$ cat src/rtl/bcs_pkg.sv
package bcs_pkg;
  localparam logic [2:0] LC_ONE  = 3'b000;
  localparam logic [2:0] LC_TWO  = 3'b001;
  localparam logic [2:0] LC_FOUR = 3'b010;
  localparam logic [2:0] LC_EIGHT = 3'b011;
  localparam logic [2:0] LC_ROW  = 3'b111;

  typedef struct packed {
    logic       ok;    // configuration allowed
    logic       row;   // full-row burst
    logic [4:0] lg;    // log2 of block span
  } bcfg_t;
endpackage

$ cat src/rtl/bcs_cfg_dec.sv
module bcs_cfg_dec
  import bcs_pkg::*;
#(
  parameter int COL_W = 8
) (
  input  logic [2:0] len_code,
  input  logic       ilv,
  output bcfg_t      cfg
);
  localparam logic [4:0] ROW_LG = 5'(COL_W);

  always_comb begin
    cfg = '{ok: 1'b0, row: 1'b0, lg: 5'd0};
    unique case (len_code)
      LC_ONE:   cfg = '{ok: 1'b1, row: 1'b0, lg: 5'd0};
      LC_TWO:   cfg = '{ok: 1'b1, row: 1'b0, lg: 5'd1};
      LC_FOUR:  cfg = '{ok: 1'b1, row: 1'b0, lg: 5'd2};
      LC_EIGHT: cfg = '{ok: 1'b1, row: 1'b0, lg: 5'd3};
      LC_ROW:   cfg = '{ok: !ilv, row: 1'b1, lg: ROW_LG};
      default:  cfg = '{ok: 1'b0, row: 1'b0, lg: 5'd0};
    endcase
  end
endmodule

$ cat src/rtl/bcs_addr_gen.sv
module bcs_addr_gen #(
  parameter int COL_W = 8
) (
  input  logic [COL_W-1:0] base,
  input  logic [COL_W-1:0] beat,
  input  logic [4:0]       lg,
  input  logic             ilv,
  output logic [COL_W-1:0] blk_mask,
  output logic [COL_W-1:0] addr
);
  function automatic logic [COL_W-1:0] span_mask(input logic [4:0] l);
    logic [COL_W-1:0] m;
    m = '0;
    for (int i = 0; i < COL_W; i++)
      if (i < int'(l)) m[i] = 1'b1;
    return m;
  endfunction

  function automatic logic [COL_W-1:0] beat_col(input logic [COL_W-1:0] b0,
                                                input logic [COL_W-1:0] n,
                                                input logic [COL_W-1:0] m,
                                                input logic             x);
    logic [COL_W-1:0] low;
    low = x ? (b0 ^ n) : (b0 + n);
    return (b0 & ~m) | (low & m);
  endfunction

  assign blk_mask = span_mask(lg);
  assign addr     = beat_col(base, beat, blk_mask, ilv);
endmodule

$ cat src/rtl/burst_col_seq.sv
module burst_col_seq
  import bcs_pkg::*;
#(
  parameter int COL_W = 8
) (
  input  logic             clk,
  input  logic             rst_n,
  input  logic             start,
  input  logic [COL_W-1:0] start_col,
  input  logic [2:0]       len_code,
  input  logic             ilv,
  input  logic             stop,
  output logic             col_valid,
  output logic [COL_W-1:0] col_addr,
  output logic             last_beat,
  output logic             cfg_err
);
  bcfg_t            cfg_in;
  logic             act_q, ilv_q, row_q, err_q;
  logic [4:0]       lg_q;
  logic [COL_W-1:0] base_q, beat_q, blk_mask;

  // named events
  logic burst_go, burst_bad, beat_final, term_req;

  bcs_cfg_dec #(.COL_W(COL_W)) u_dec (
    .len_code(len_code), .ilv(ilv), .cfg(cfg_in));

  bcs_addr_gen #(.COL_W(COL_W)) u_gen (
    .base(base_q), .beat(beat_q), .lg(lg_q), .ilv(ilv_q),
    .blk_mask(blk_mask), .addr(col_addr));

  assign burst_go   = start && cfg_in.ok;
  assign burst_bad  = start && !cfg_in.ok;
  assign term_req   = stop && !start;
  assign beat_final = act_q && !row_q && (beat_q == blk_mask);

  always_ff @(posedge clk) begin
    if (!rst_n) begin
      act_q <= 1'b0; err_q <= 1'b0; ilv_q <= 1'b0; row_q <= 1'b0;
      lg_q <= '0; base_q <= '0; beat_q <= '0;
    end else if (start) begin
      act_q  <= cfg_in.ok;
      err_q  <= !cfg_in.ok;
      ilv_q  <= ilv;
      row_q  <= cfg_in.row;
      lg_q   <= cfg_in.lg;
      base_q <= start_col;
      beat_q <= '0;
    end else if (term_req || beat_final) begin
      act_q <= 1'b0;
    end else if (act_q) begin
      beat_q <= beat_q + 1'b1;
    end
  end

  assign col_valid = act_q;
  assign last_beat = beat_final;
  assign cfg_err   = err_q;

  // assertions
  assert_err_silent_R8: assert property (@(posedge clk) disable iff (!rst_n)
    !(cfg_err && col_valid));
  assert_bad_start_R8: assert property (@(posedge clk) disable iff (!rst_n)
    burst_bad |=> cfg_err && !col_valid);
  assert_start_first_R2: assert property (@(posedge clk) disable iff (!rst_n)
    burst_go |=> col_valid && col_addr == $past(start_col));
  assert_last_ends_R9: assert property (@(posedge clk) disable iff (!rst_n)
    last_beat && !start |=> !col_valid);
  assert_stop_ends_R10: assert property (@(posedge clk) disable iff (!rst_n)
    term_req |=> !col_valid && !last_beat);
  assert_upper_fixed_R5: assert property (@(posedge clk) disable iff (!rst_n)
    col_valid && $past(col_valid) && !$past(start) |->
      (col_addr & ~blk_mask) == ($past(col_addr) & ~blk_mask));
  assert_row_step_R7: assert property (@(posedge clk) disable iff (!rst_n)
    col_valid && row_q && $past(col_valid) && !$past(start) |->
      col_addr == COL_W'($past(col_addr) + 1'b1));
  assert_row_no_last_R7: assert property (@(posedge clk) disable iff (!rst_n)
    row_q && col_valid |-> !last_beat);
endmodule

$ cat config.mk
export PLATFORM = sky130hd
export DESIGN_NAME = burst_col_seq
export DESIGN_NICKNAME = d
export VERILOG_FILES = /design/src/rtl/bcs_pkg.sv /design/src/rtl/bcs_cfg_dec.sv /design/src/rtl/bcs_addr_gen.sv /design/src/rtl/burst_col_seq.sv
export SDC_FILE = /design/constraint.sdc
export NUM_CORES = 1
export LEC_CHECK = 0
export BUFFER_PORTS_ARGS = -buffer_cell sky130_fd_sc_hd__buf_2
export CORE_UTILIZATION = 59
export DETAILED_ROUTE_END_ITERATION = 10
export PLACE_DENSITY = 0.86
export RECOVER_POWER = 50
export SETUP_SLACK_MARGIN = 0.1
export SLEW_MARGIN = 20
export SYNTH_ARGS = -nofsm -noshare
export SYNTH_HDL_FRONTEND = slang
export SYNTH_SLANG_ARGS = --single-unit
$ cat constraint.sdc
create_clock -name clk -period 3.1 [get_ports clk]
set_clock_uncertainty 0.05 [all_clocks]
set_input_delay 0.62 -clock clk [delete_from_list [all_inputs] [get_ports clk]]
set_output_delay 0.62 -clock clk [all_outputs]
set_load 0.1 [all_outputs]
## After elaboration in Yosys (flattened, before gate mapping)

Index checks and enable logic that the tools add are counted.

| cells by class | value |
|---|---|
| $add $sub $neg | 2 |
| magnitude comparators | 8 |
| eq/ne operators | 5 |
| muxes and demuxes | 12 |
| bitwise operators | 7 |
| reductions and logical operators | 12 |

Operators with widths:

| cell | count |
|---|---|
| $pmux 7 s5 | 1 |
| $lt 3x5->1 const A | 4 |
| $and 8x8->8 | 2 |
| $lt 1x5->1 const A | 2 |
| $lt 2x5->1 const A | 2 |
| $mux 1 | 10 |
| $add 8x1->8 const B | 1 |
| $add 8x8->8 | 1 |
| $eq 8x8->1 | 1 |
| $mux 8 | 1 |
| $not 8->8 | 1 |
| $or 8x8->8 | 1 |
| $xor 8x8->8 | 1 |
| $eq 3x2->1 const B | 2 |
| $logic_not 1->1 | 4 |
| $eq 3x1->1 const B | 1 |
| $eq 3x3->1 const B | 1 |
| $logic_and 1x1->1 | 3 |
| $logic_not 3->1 | 1 |
| $not 1->1 | 2 |
| $reduce_and 2->1 | 1 |
| $reduce_bool 2->1 | 1 |
| $reduce_or 2->1 | 1 |
| $logic_or 1x1->1 | 1 |

| word-level totals | value |
|---|---|
| register bits | 25 |
| input bits | 16 |
| logic and storage cells | 53 |

## Logic depth before layout (Yosys ltp)

Gate-level depths: netlist of run 1.

| logic depth | value |
|---|---|
| depth in word-level cells | 7 |
| gate-level depth with buffers | 8 |

## By module

Synthesis of run 1 repeated with hierarchy kept, for this count alone.

| second synthesis, totals | value |
|---|---|
| cell total of the unflattened synthesis | 196 |
| area, all modules | 1,706.6 um^2 |

Modules (own cells, without submodules):

| module | instances | cells each | area each (um^2) | seq. area each (um^2) |
|---|---|---|---|---|
| burst_col_seq | 1 | 114 | 1,161.1 | 500.5 |
| bcs_addr_gen | 1 | 73 | 486.7 | 0.0 |
| bcs_cfg_dec | 1 | 9 | 58.8 | 0.0 |

## Worst setup path after synthesis of run 1

OpenSTA, ideal clock, no wires.

| path | value |
|---|---|
| path kind | reg2out |
| start point | reg act_q (netlist: col_valid) |
| end point | out last_beat |
| arrival time | 3.492 ns |
| setup slack | -1.062 ns |
| cell stages (with the launch flop) | 4 |
| path buffers | 0 |
| path through | dfxtp_1 -> nor3b_1 -> nand3_1 -> nor3_1 |

| between the ends | value |
|---|---|
| cells in the longest elaborated chain, start to end | 2 |

RTL lines:

| element | RTL line | text |
|---|---|---|
| from (decl) | burst_col_seq.sv:19 | `logic act_q, ilv_q, row_q, err_q;` |
| from (signal assigned) | burst_col_seq.sv:43 | `act_q <= cfg_in.ok;` |
| $logic_and 1x1->1 (2 in series) | burst_col_seq.sv:36 | `assign beat_final = act_q && !row_q && (beat_q == blk_mask);` |
| to (decl) | burst_col_seq.sv:15 | `output logic last_beat,` |

Every way passes these cells.

## Final worst setup path of run 1

| path | value |
|---|---|
| start point | reg base_q[1] |
| end point | out col_addr[7] |

| between the ends | value |
|---|---|
| cells in the longest elaborated chain, start to end | 4 |

RTL lines:

| element | RTL line | text |
|---|---|---|
| from (decl) | burst_col_seq.sv:21 | `logic [COL_W-1:0] base_q, beat_q, blk_mask;` |
| from (signal assigned) | burst_col_seq.sv:48 | `base_q <= start_col;` |
| $add 8x8->8 | bcs_addr_gen.sv:24 | `low = x ? (b0 ^ n) : (b0 + n);` |
| $mux 8 | bcs_addr_gen.sv:24 |  |
| $and 8x8->8 | bcs_addr_gen.sv:25 | `return (b0 & ~m) \| (low & m);` |
| $or 8x8->8 | bcs_addr_gen.sv:25 |  |
| to (decl) | burst_col_seq.sv:14 | `output logic [COL_W-1:0] col_addr,` |

Every way passes these cells.

==> results of run 1 <==
-- state kept, by name, indices dropped and copies added (netlist names) --
register,flops
cfg_err,1
ilv_q,1
row_q,1
beat_q,8
lg_q,2
col_valid,1
base_q,8
-- power by group through the flow --
stage               logic [mW]  registers (mW)  clock network, mW
detailed placement       0.171           0.311                  0
CTS                      0.175           0.305              0.166
floorplan                0.131           0.318                  0
finish                   0.183           0.305              0.166
global route             0.191           0.306              0.177
global placement         0.167           0.311                  0
-- through the flow --
step	hold WS (ns)	TNS, ns	setup slack, ns	instances	power, mW
2_1_floorplan	0.437	-0.231	-0.231	173	0.449
6_report	0.437	0	0.0843	232	0.653
3_5_place_dp	0.416	0	0.278	222	0.483
5_1_grt	0.454	0	0.0276	232	0.674
4_1_cts	0.436	0	0.102	226	0.646
3_3_place_gp	0.413	0	0.363	222	0.478
-- per-layer routing --
metal	global-route usage [%]	vias to the layer above	part of all wire, %
met5	0	-	0
met4	16.7	0	3.9
met2	45.9	91	48
met3	4.09	16	7.7
li1	-	686	-
met1	33.2	677	40
-- area by class of cell --
class	instances	area share [%]
Clock buffer	4	2.01
Inverter	8	1.67
Multi-Input combinational cell	137	57.2
Sequential cell	22	25.6
Tap cell	28	1.94
Timing Repair Buffer	33	11.7
-- synth_stat cells, drive strengths merged, types with 5 or more instances --
master,number
dfxtp,22
a21oi,15
nor2b,14
nand2,12
nor2,12
mux2i,10
o21ai,9
ha,8
inv,8
nand3,7
xor2,5
-- worst max path at each step --
stage                                       from     endpoint  slack, ns  cells past startpoint
after floorplan           col_valid$_SDFFE_PN0P_    last_beat      -0.23                      3
after global placement    beat_q[0]$_SDFFE_PP0P_  col_addr[6]       0.36                      9
after detailed placement  beat_q[0]$_SDFFE_PP0P_  col_addr[4]       0.28                      9
after CTS                 beat_q[1]$_SDFFE_PP0P_  col_addr[7]       0.10                      7
after global routing      base_q[1]$_SDFFE_PN0P_  col_addr[7]       0.03                      7
final                     base_q[1]$_SDFFE_PN0P_  col_addr[7]       0.08                      7
-- timing repair --
item | 4_1_cts | 5_1_grt
buffers inserted | 0 | 6
setup endpoints to repair | 4 | 4
hold buffers | 0 | 0
gates resized for setup | 7 | 20
pin swaps | 0 | 8
-- logic make-up (layout without fill, tap and decap cells) --
kind of cell | Yosys count | in the layout | synth area share (%)
simple gates | 67 | 67 | 24.4
mux | 12 | 12 | 8.44
buf+inv | 14 | 45 | 5.17
compound gates | 40 | 40 | 17.5
flops | 22 | 22 | 30.3
xor+xnor | 9 | 9 | 5.94
fa+ha+maj | 9 | 9 | 8.27
-- worst max-delay path, stage by stage (launching register included) --
cell and delay [ns]:
dfxtp_4 0.38, ha_4 0.25, a21oi_4 0.16, o211ai_1 0.12, or3_1 0.43, a211oi_2 0.32
xnor2_2 0.17, buf_12 0.20
-- layout by cell type, fill, tap and decap left out, types with 2 or more instances in the layout --
master    count
buf_4         7
nand2_1      12
o21ai_0       8
a21oi_2       4
or3_1         3
xor2_1        5
o211ai_1      4
dfxtp_4       4
mux2_2        2
buf_2        20
dfxtp_1      14
or4_1         3
nor4_1        3
clkbuf_4      3
o31ai_1       2
nor2b_1      14
nand3_1       7
nor2_1       12
a22oi_1       2
ha_4          4
mux2i_1      10
xnor2_2       2
nor3_1        3
inv_1         8
a21boi_0      2
nand2b_1      2
dfxtp_2       4
xnor2_1       2
ha_1          3
clkbuf_1      3
a21oi_1      10
nand3b_1      3
==> flow_results.xml, run 1 <==
<?xml version="1.0" encoding="UTF-8"?>
<metrics>
  <group name="power">
    <metric name="max-vdd-ir-drop" unit="mV">0.362</metric>
    <metric name="p_sw_share" unit="%">36.2</metric>
    <metric name="seq_power_share" unit="%">46.6</metric>
    <metric name="comb_power_share" unit="%">28.0</metric>
    <metric name="power.switching" unit="mW">0.237</metric>
    <metric name="pint" unit="mW">0.417</metric>
    <metric name="clkPwrFrac" unit="%">25.4</metric>
    <metric name="powerDensity" unit="nW/µm²">363</metric>
    <metric name="power.leakage" unit="nW">0.724</metric>
  </group>
  <group name="place">
    <metric name="placedInstanceArea" unit="µm²">1620</metric>
    <metric name="finalWeightedCongestion" unit="">0.830</metric>
    <metric name="port_buffers" unit="">26</metric>
    <metric name="detailed_place_hpwl" unit="µm">2480</metric>
  </group>
  <group name="synth">
    <metric name="avgSynthCellArea" unit="µm²">8.40</metric>
    <metric name="ys_seq_area_share" unit="%">30.3</metric>
    <metric name="synth_enable_flop_cells" unit="">0</metric>
    <metric name="synth-async-reset-ratio" unit="%">0</metric>
    <metric name="synthesis.instances" unit="">173</metric>
    <metric name="ys_warn_count" unit="">0</metric>
    <metric name="synth.net_count" unit="">198</metric>
    <metric name="yosysTopAreaCellShare" unit="%">30.3</metric>
    <metric name="synth_cell_type_count" unit="">38</metric>
    <metric name="synth_top_cell_by_area" unit="">dfxtp_1</metric>
    <metric name="synthesis.area" unit="µm²">1450</metric>
    <metric name="synth_seq_cells" unit="">22</metric>
    <metric name="ys_dominant_reg_cell" unit="">dfxtp_1</metric>
    <metric name="yosys-top-cells-area" unit="">dfxtp_1 (30%), ha_1 (6.9%), mux2i_1 (6.9%)</metric>
  </group>
  <group name="drt">
    <metric name="detail_route.first_pass.iterations" unit="">5</metric>
    <metric name="wl_per_cell" unit="µm">16.2</metric>
    <metric name="detailroute.via_count" unit="">1470</metric>
    <metric name="vias_per_cell" unit="">6.34</metric>
    <metric name="dr.first_iter.drc_count" unit="">49</metric>
    <metric name="detail-route-antenna-nets" unit="">0</metric>
    <metric name="drt_wl_total" unit="µm">3750</metric>
    <metric name="detail_route.drc_violations" unit="">0</metric>
  </group>
  <group name="sta">
    <metric name="grt_setup_unrepaired" unit="">true</metric>
    <metric name="finalCriticalPeriod" unit="ns">3.02</metric>
    <metric name="timing_worst_slew_pin_value" unit="ns">1.20</metric>
    <metric name="slew_headroom" unit="%">18.9</metric>
    <metric name="fmax" unit="MHz">332</metric>
    <metric name="finalHoldViolations" unit="">0</metric>
    <metric name="final.period_utilization" unit="%">97.3</metric>
    <metric name="drv_slew" unit="">0</metric>
    <metric name="report.final.setup_viol" unit="">0</metric>
  </group>
  <group name="hold_path">
    <metric name="timing.hold.worst.start" unit="">cfg_err$_SDFFE_PN0P_</metric>
    <metric name="hp-class" unit="">register to register</metric>
    <metric name="worstHoldPathCells" unit="">2</metric>
    <metric name="worstHoldEndpoint" unit="">cfg_err$_SDFFE_PN0P_</metric>
  </group>
  <group name="die">
    <metric name="die-height" unit="µm">51.6</metric>
    <metric name="io_pins" unit="">27</metric>
    <metric name="initial_utilization" unit="%">63.8</metric>
    <metric name="floorplan.core_area" unit="µm²">2280</metric>
    <metric name="row_count" unit="">17</metric>
    <metric name="dieWidth" unit="µm">51.6</metric>
    <metric name="fp.dieArea" unit="µm²">2660</metric>
  </group>
  <group name="final_layout">
    <metric name="syn_to_layout_area_delta" unit="%">24.0</metric>
    <metric name="finish.net_count" unit="">230</metric>
    <metric name="finish.utilization" unit="%">79.2</metric>
    <metric name="antenna-diode-count" unit="">0</metric>
    <metric name="multiInputGateArea" unit="µm²">1030</metric>
    <metric name="layout.filler_cells" unit="">146</metric>
    <metric name="sequential_cell_area" unit="µm²">460</metric>
    <metric name="post_route_cells_drive_above_1_share" unit="%">28.9</metric>
    <metric name="design_area" unit="µm²">1800</metric>
  </group>
  <group name="global_routing">
    <metric name="grt.overflow.total" unit="">0</metric>
    <metric name="number_of_global_route_vias_before_repair" unit="">1240</metric>
    <metric name="number_of_antenna_violations_at_the_first_check_in_global_routing" unit="">0</metric>
    <metric name="globalRouteTotalUtil" unit="%">27.5</metric>
    <metric name="grt_first_pass_wirelength" unit="µm">5410</metric>
    <metric name="pin_count_of_the_biggest_net_entering_global_routing" unit="">19</metric>
  </group>
  <group name="clock_network">
    <metric name="htree_num_levels" unit="">1</metric>
    <metric name="cts_max_path_buffers" unit="">2</metric>
    <metric name="clock-root-buffer" unit="">clkbuf_4</metric>
    <metric name="clock_tree_from_tritoncts" unit="">done</metric>
    <metric name="cts_inserted_buffers" unit="">3</metric>
    <metric name="clkSlewWorstSetupHoldPaths" unit="ns">0.13</metric>
    <metric name="worstSkewPairLatency" unit="ns">0.32</metric>
    <metric name="clock-sinks" unit="">22</metric>
  </group>
  <group name="flow_run">
    <metric name="max_cap_viol_count" unit="">0</metric>
  </group>
  <group name="setup_path">
    <metric name="rr_endpoint" unit="">beat_q[4]$_SDFFE_PP0P_</metric>
    <metric name="crit_path_end_kind" unit="">primary output</metric>
    <metric name="crit_fanout" unit="">3</metric>
    <metric name="cp_data_required_time" unit="ns">2.43</metric>
    <metric name="ff2ff_path_depth" unit="">7</metric>
    <metric name="critical_path.reg2reg.startpoint" unit="">beat_q[4]$_SDFFE_PP0P_</metric>
    <metric name="ff2ff_setup_slack" unit="ns">0.30</metric>
    <metric name="critical_path_class" unit="">register to primary output</metric>
    <metric name="worstPathArrival" unit="ns">2.35</metric>
    <metric name="cp-start-kind" unit="">register</metric>
  </group>
  <group name="status">
    <metric name="run_status" unit="">finished, final reports clean</metric>
  </group>
</metrics>
Note: power is estimated with default switching activity, not from simulation.
==> run 2, diff against run 1 <==
--- a/config.mk
+++ b/config.mk
@@ -6,12 +6,14 @@
 export NUM_CORES = 1
 export LEC_CHECK = 0
 export BUFFER_PORTS_ARGS = -buffer_cell sky130_fd_sc_hd__buf_2
-export CORE_UTILIZATION = 59
+export CORE_UTILIZATION = 60
 export DETAILED_ROUTE_END_ITERATION = 10
+export GPL_TIMING_DRIVEN = 1
 export PLACE_DENSITY = 0.86
 export RECOVER_POWER = 50
 export SETUP_SLACK_MARGIN = 0.1
 export SLEW_MARGIN = 20
 export SYNTH_ARGS = -nofsm -noshare
 export SYNTH_HDL_FRONTEND = slang
+export SYNTH_HIERARCHICAL = 1
 export SYNTH_SLANG_ARGS = --single-unit
==> run 2 against run 1 <==
  * Clock power is 9% lower
  * Register-to-register slack better by 0.32 ns
  * Non-clock buffer count is 3 higher
  * Combinational power is 60% higher
  * First-iteration DRC count is 86% higher
==> flow_results.xml, run 2 <==
<?xml version="1.0" encoding="UTF-8"?>
<metrics>
  <group name="die">
    <metric name="dieWidth" unit="µm">55.3</metric>
    <metric name="floorplan.core_area" unit="µm²">2590</metric>
    <metric name="die-height" unit="µm">55.3</metric>
    <metric name="row_count" unit="">18</metric>
    <metric name="initial_utilization" unit="%">65.9</metric>
    <metric name="io_pins" unit="">27</metric>
    <metric name="fp.dieArea" unit="µm²">3060</metric>
  </group>
  <group name="synth">
    <metric name="synth_adder_area_share" unit="%">7.04</metric>
    <metric name="synth_cell_type_count" unit="">44</metric>
    <metric name="ys_seq_area_share" unit="%">29.3</metric>
    <metric name="synth_enable_flop_cells" unit="">0</metric>
    <metric name="synth-simple-area-share" unit="%">24.0</metric>
    <metric name="ys_dominant_reg_cell" unit="">dfxtp_1</metric>
    <metric name="yosys-top-cells-area" unit="">dfxtp_1 (29%), mux2i_1 (10%), nor2b_1 (6.2%)</metric>
    <metric name="synth.area.mux_share" unit="%">12.2</metric>
    <metric name="yosysMostFrequentCell" unit="">dfxtp_1</metric>
    <metric name="synthesis.area" unit="µm²">1710</metric>
    <metric name="avgSynthCellArea" unit="µm²">8.71</metric>
    <metric name="ys_top_cells_by_count" unit="">dfxtp_1 (25), mux2i_1 (17), nor2_1 (17), nor2b_1 (17), nand2_1 (14)</metric>
    <metric name="synth-async-reset-ratio" unit="%">0</metric>
    <metric name="yosysTopAreaCellShare" unit="%">29.3</metric>
    <metric name="dominant_combinational_cell_family_by_area_after_synthesis" unit="">simple AND/OR/NAND/NOR gates</metric>
    <metric name="synth-compound-area-share" unit="%">14.4</metric>
    <metric name="ys_warn_count" unit="">6</metric>
    <metric name="synthesis.instances" unit="">196</metric>
    <metric name="synth_xor_xnor_area_share" unit="%">8.21</metric>
    <metric name="synth_top_cell_by_area" unit="">dfxtp_1</metric>
    <metric name="synth_seq_cells" unit="">25</metric>
  </group>
  <group name="sta">
    <metric name="finalSetupTns" unit="ns">0</metric>
    <metric name="grt_setup_unrepaired" unit="">true</metric>
    <metric name="final.period_utilization" unit="%">98.7</metric>
    <metric name="timing_worst_slew_pin_value" unit="ns">1.34</metric>
    <metric name="drv_slew" unit="">0</metric>
    <metric name="hold_ws" unit="ns">0.489</metric>
    <metric name="report.final.setup_viol" unit="">0</metric>
    <metric name="finalCriticalPeriod" unit="ns">3.06</metric>
    <metric name="finalHoldViolations" unit="">0</metric>
    <metric name="fmax" unit="MHz">327</metric>
    <metric name="slew_headroom" unit="%">11.0</metric>
  </group>
  <group name="final_layout">
    <metric name="layout_commonest_cell" unit="">buf_2</metric>
    <metric name="largestRegisters" unit="">base_q x8, beat_q x8, lg_q x5</metric>
    <metric name="final_cell_mix" unit="">buf_2 (19), mux2i_1 (17), nor2b_1 (17)</metric>
    <metric name="finish.cell_count_without_fillers" unit="">259</metric>
    <metric name="antenna-diode-count" unit="">0</metric>
    <metric name="multiInputGateArea" unit="µm²">1310</metric>
    <metric name="syn_to_layout_area_delta" unit="%">28.9</metric>
    <metric name="layout.filler_cells" unit="">146</metric>
    <metric name="sequential_cell_area" unit="µm²">522</metric>
    <metric name="finish.net_count" unit="">255</metric>
    <metric name="post_route_cells_drive_above_1_share" unit="%">36.2</metric>
  </group>
  <group name="hold_path">
    <metric name="hp-class" unit="">input pin to register</metric>
  </group>
  <group name="place">
    <metric name="place.detailed.instances" unit="">249</metric>
    <metric name="port_buffers" unit="">26</metric>
    <metric name="detailed_place_hpwl" unit="µm">3040</metric>
    <metric name="finalWeightedCongestion" unit="">0.872</metric>
  </group>
  <group name="setup_path">
    <metric name="crit_fanout" unit="">3</metric>
    <metric name="cp_data_required_time" unit="ns">2.43</metric>
    <metric name="critPathSlowestCell" unit="">dfxtp_4</metric>
    <metric name="worstPathArrival" unit="ns">2.39</metric>
    <metric name="cp-start-kind" unit="">register</metric>
    <metric name="worst-path-buf-inv" unit="">2</metric>
    <metric name="slowest_delay" unit="ns">0.39</metric>
    <metric name="crit_path_cell_trace" unit="">ha_4, inv_2, fa_2, nand2b_4, a211oi_4, a31oi_1, xnor2_1, mux2_4, buf_12</metric>
    <metric name="critical_path_class" unit="">register to primary output</metric>
    <metric name="crit_path_end_kind" unit="">primary output</metric>
    <metric name="crit_path_leading_delay_family" unit="">adder cells</metric>
  </group>
  <group name="clock_network">
    <metric name="htree_num_levels" unit="">1</metric>
    <metric name="cts_max_path_buffers" unit="">2</metric>
    <metric name="clock-root-buffer" unit="">clkbuf_4</metric>
    <metric name="clock-sinks" unit="">25</metric>
    <metric name="cts_inserted_buffers" unit="">3</metric>
    <metric name="worstSkewPairLatency" unit="ns">0.33</metric>
    <metric name="clock_tree_from_tritoncts" unit="">done</metric>
    <metric name="clkSlewWorstSetupHoldPaths" unit="ns">0.13</metric>
  </group>
  <group name="drt">
    <metric name="drt_wl_total" unit="µm">5100</metric>
    <metric name="detail_route.first_pass.iterations" unit="">4</metric>
    <metric name="detailroute.via_count" unit="">1643</metric>
    <metric name="wl_per_cell" unit="µm">19.7</metric>
    <metric name="detail-route-antenna-nets" unit="">0</metric>
    <metric name="detail_route.drc_violations" unit="">0</metric>
    <metric name="vias_per_cell" unit="">6.34</metric>
    <metric name="dr.first_iter.drc_count" unit="">91</metric>
  </group>
  <group name="global_routing">
    <metric name="pin_count_of_the_biggest_net_entering_global_routing" unit="">21</metric>
    <metric name="grt.overflow.total" unit="">0</metric>
    <metric name="globalRouteTotalUtil" unit="%">29.2</metric>
    <metric name="number_of_antenna_violations_at_the_first_check_in_global_routing" unit="">0</metric>
    <metric name="number_of_global_route_vias_before_repair" unit="">1515</metric>
    <metric name="grt_first_pass_wirelength" unit="µm">6930</metric>
  </group>
  <group name="flow_run">
    <metric name="max_cap_viol_count" unit="">0</metric>
  </group>
  <group name="power">
    <metric name="power.leakage" unit="nW">0.948</metric>
    <metric name="max-vdd-ir-drop" unit="mV">0.397</metric>
    <metric name="powerDensity" unit="nW/µm²">361</metric>
  </group>
  <group name="status">
    <metric name="run_status" unit="">finished, final reports clean</metric>
  </group>
</metrics>
==> run 2: changes by cell type after synthesis, sizes merged, moves of 4 or more <==
cell	delta
mux2i	+7
a31oi	+6
nor2	+5
xor2	+5
a21oi	-4
o211ai	-4
==> run 2: kinds of logic (layout without fill, tap and decap cells) <==
group	count (synthesis)	after routing
AND/OR/NAND/NOR	73	73
AO/OA/AOI/OAI	35	35
flip-flops	25	25
multiplexers	20	20
buffers and inverters	17	49
XOR/XNOR	16	16
adder cells (fa/ha/maj)	9	9
other	1	2
==> run 2: power by group <==
group / total, mW / leakage, nW / switching [mW] / internal [mW]
Combinational: 0.293 / 0.723 / 0.196 / 0.0970
Clock: 0.151 / 0.0150 / 0.101 / 0.0506
Sequential: 0.348 / 0.210 / 0.0176 / 0.331
==> run 2: repair_timing <==
item                       4_1_cts  5_1_grt
resized for setup               21       20
pin swaps                        4       10
hold buffers                     0        0
buffers inserted                 3        3
gates cloned                     0        0
setup endpoints to repair        6        5
==> run 2: worst paths after layout <==
check	start	endpoint	slack, ns	cells after the start
max	beat_q[0]$_SDFFE_PP0P_	col_addr[6]	0.04	9
min	start_col[4]	base_q[4]$_SDFFE_PN0P_	0.49	3
max reg2reg	lg_q[4]$_SDFFE_PN0P_	beat_q[5]$_SDFFE_PP0P_	0.62	9
min reg2reg	cfg_err$_SDFFE_PN0P_	cfg_err$_SDFFE_PN0P_	0.49	2
==> run 2: through the flow <==
| step | cell area (µm²) | setup slack (ns) | power (mW) | util, % |
|---|---|---|---|---|
| global route | 2200 | -0.0220 | 0.825 | 84.9 |
| CTS | 2080 | 0.0181 | 0.776 | 80.2 |
| global placement | 1960 | 0.176 | 0.610 | 75.6 |
| detailed placement | 1960 | 0.106 | 0.618 | 75.6 |
| floorplan | 1750 | -0.00770 | 0.559 | - |
| finish | 2200 | 0.0407 | 0.793 | 84.9 |
==> run 2: area by class of cell <==
cell class,count,area share (%)
flip-flops and latches,25,23.7
repair buffers,36,12.2
well taps,30,1.71
clock buffers,4,1.19
inverters,9,1.54
multi-input cells,155,59.6
==> run 2: metal layers <==
metal / routed length [µm] / GRT usage [%] / up-vias
met3: 303 / 5.85 / 28
met2: 2510 / 50.4 / 84
li1: - / - / 745
met5: 0 / 0 / -
met1: 2040 / 35.0 / 786
met4: 238 / 12.5 / 0
==> run 2: worst register-to-register path, delay by kind of cell, from the launching register on <==
| kind | cells | cell delay (ns) |
|---|---|---|
| DFF | 1 | 0.35 |
| and+or+nand+nor | 3 | 0.72 |
| AOI/OAI and AO/OA | 3 | 0.73 |
| buffers and inverters | 2 | 0.25 |
| xor gates and xnor gates | 1 | 0.29 |
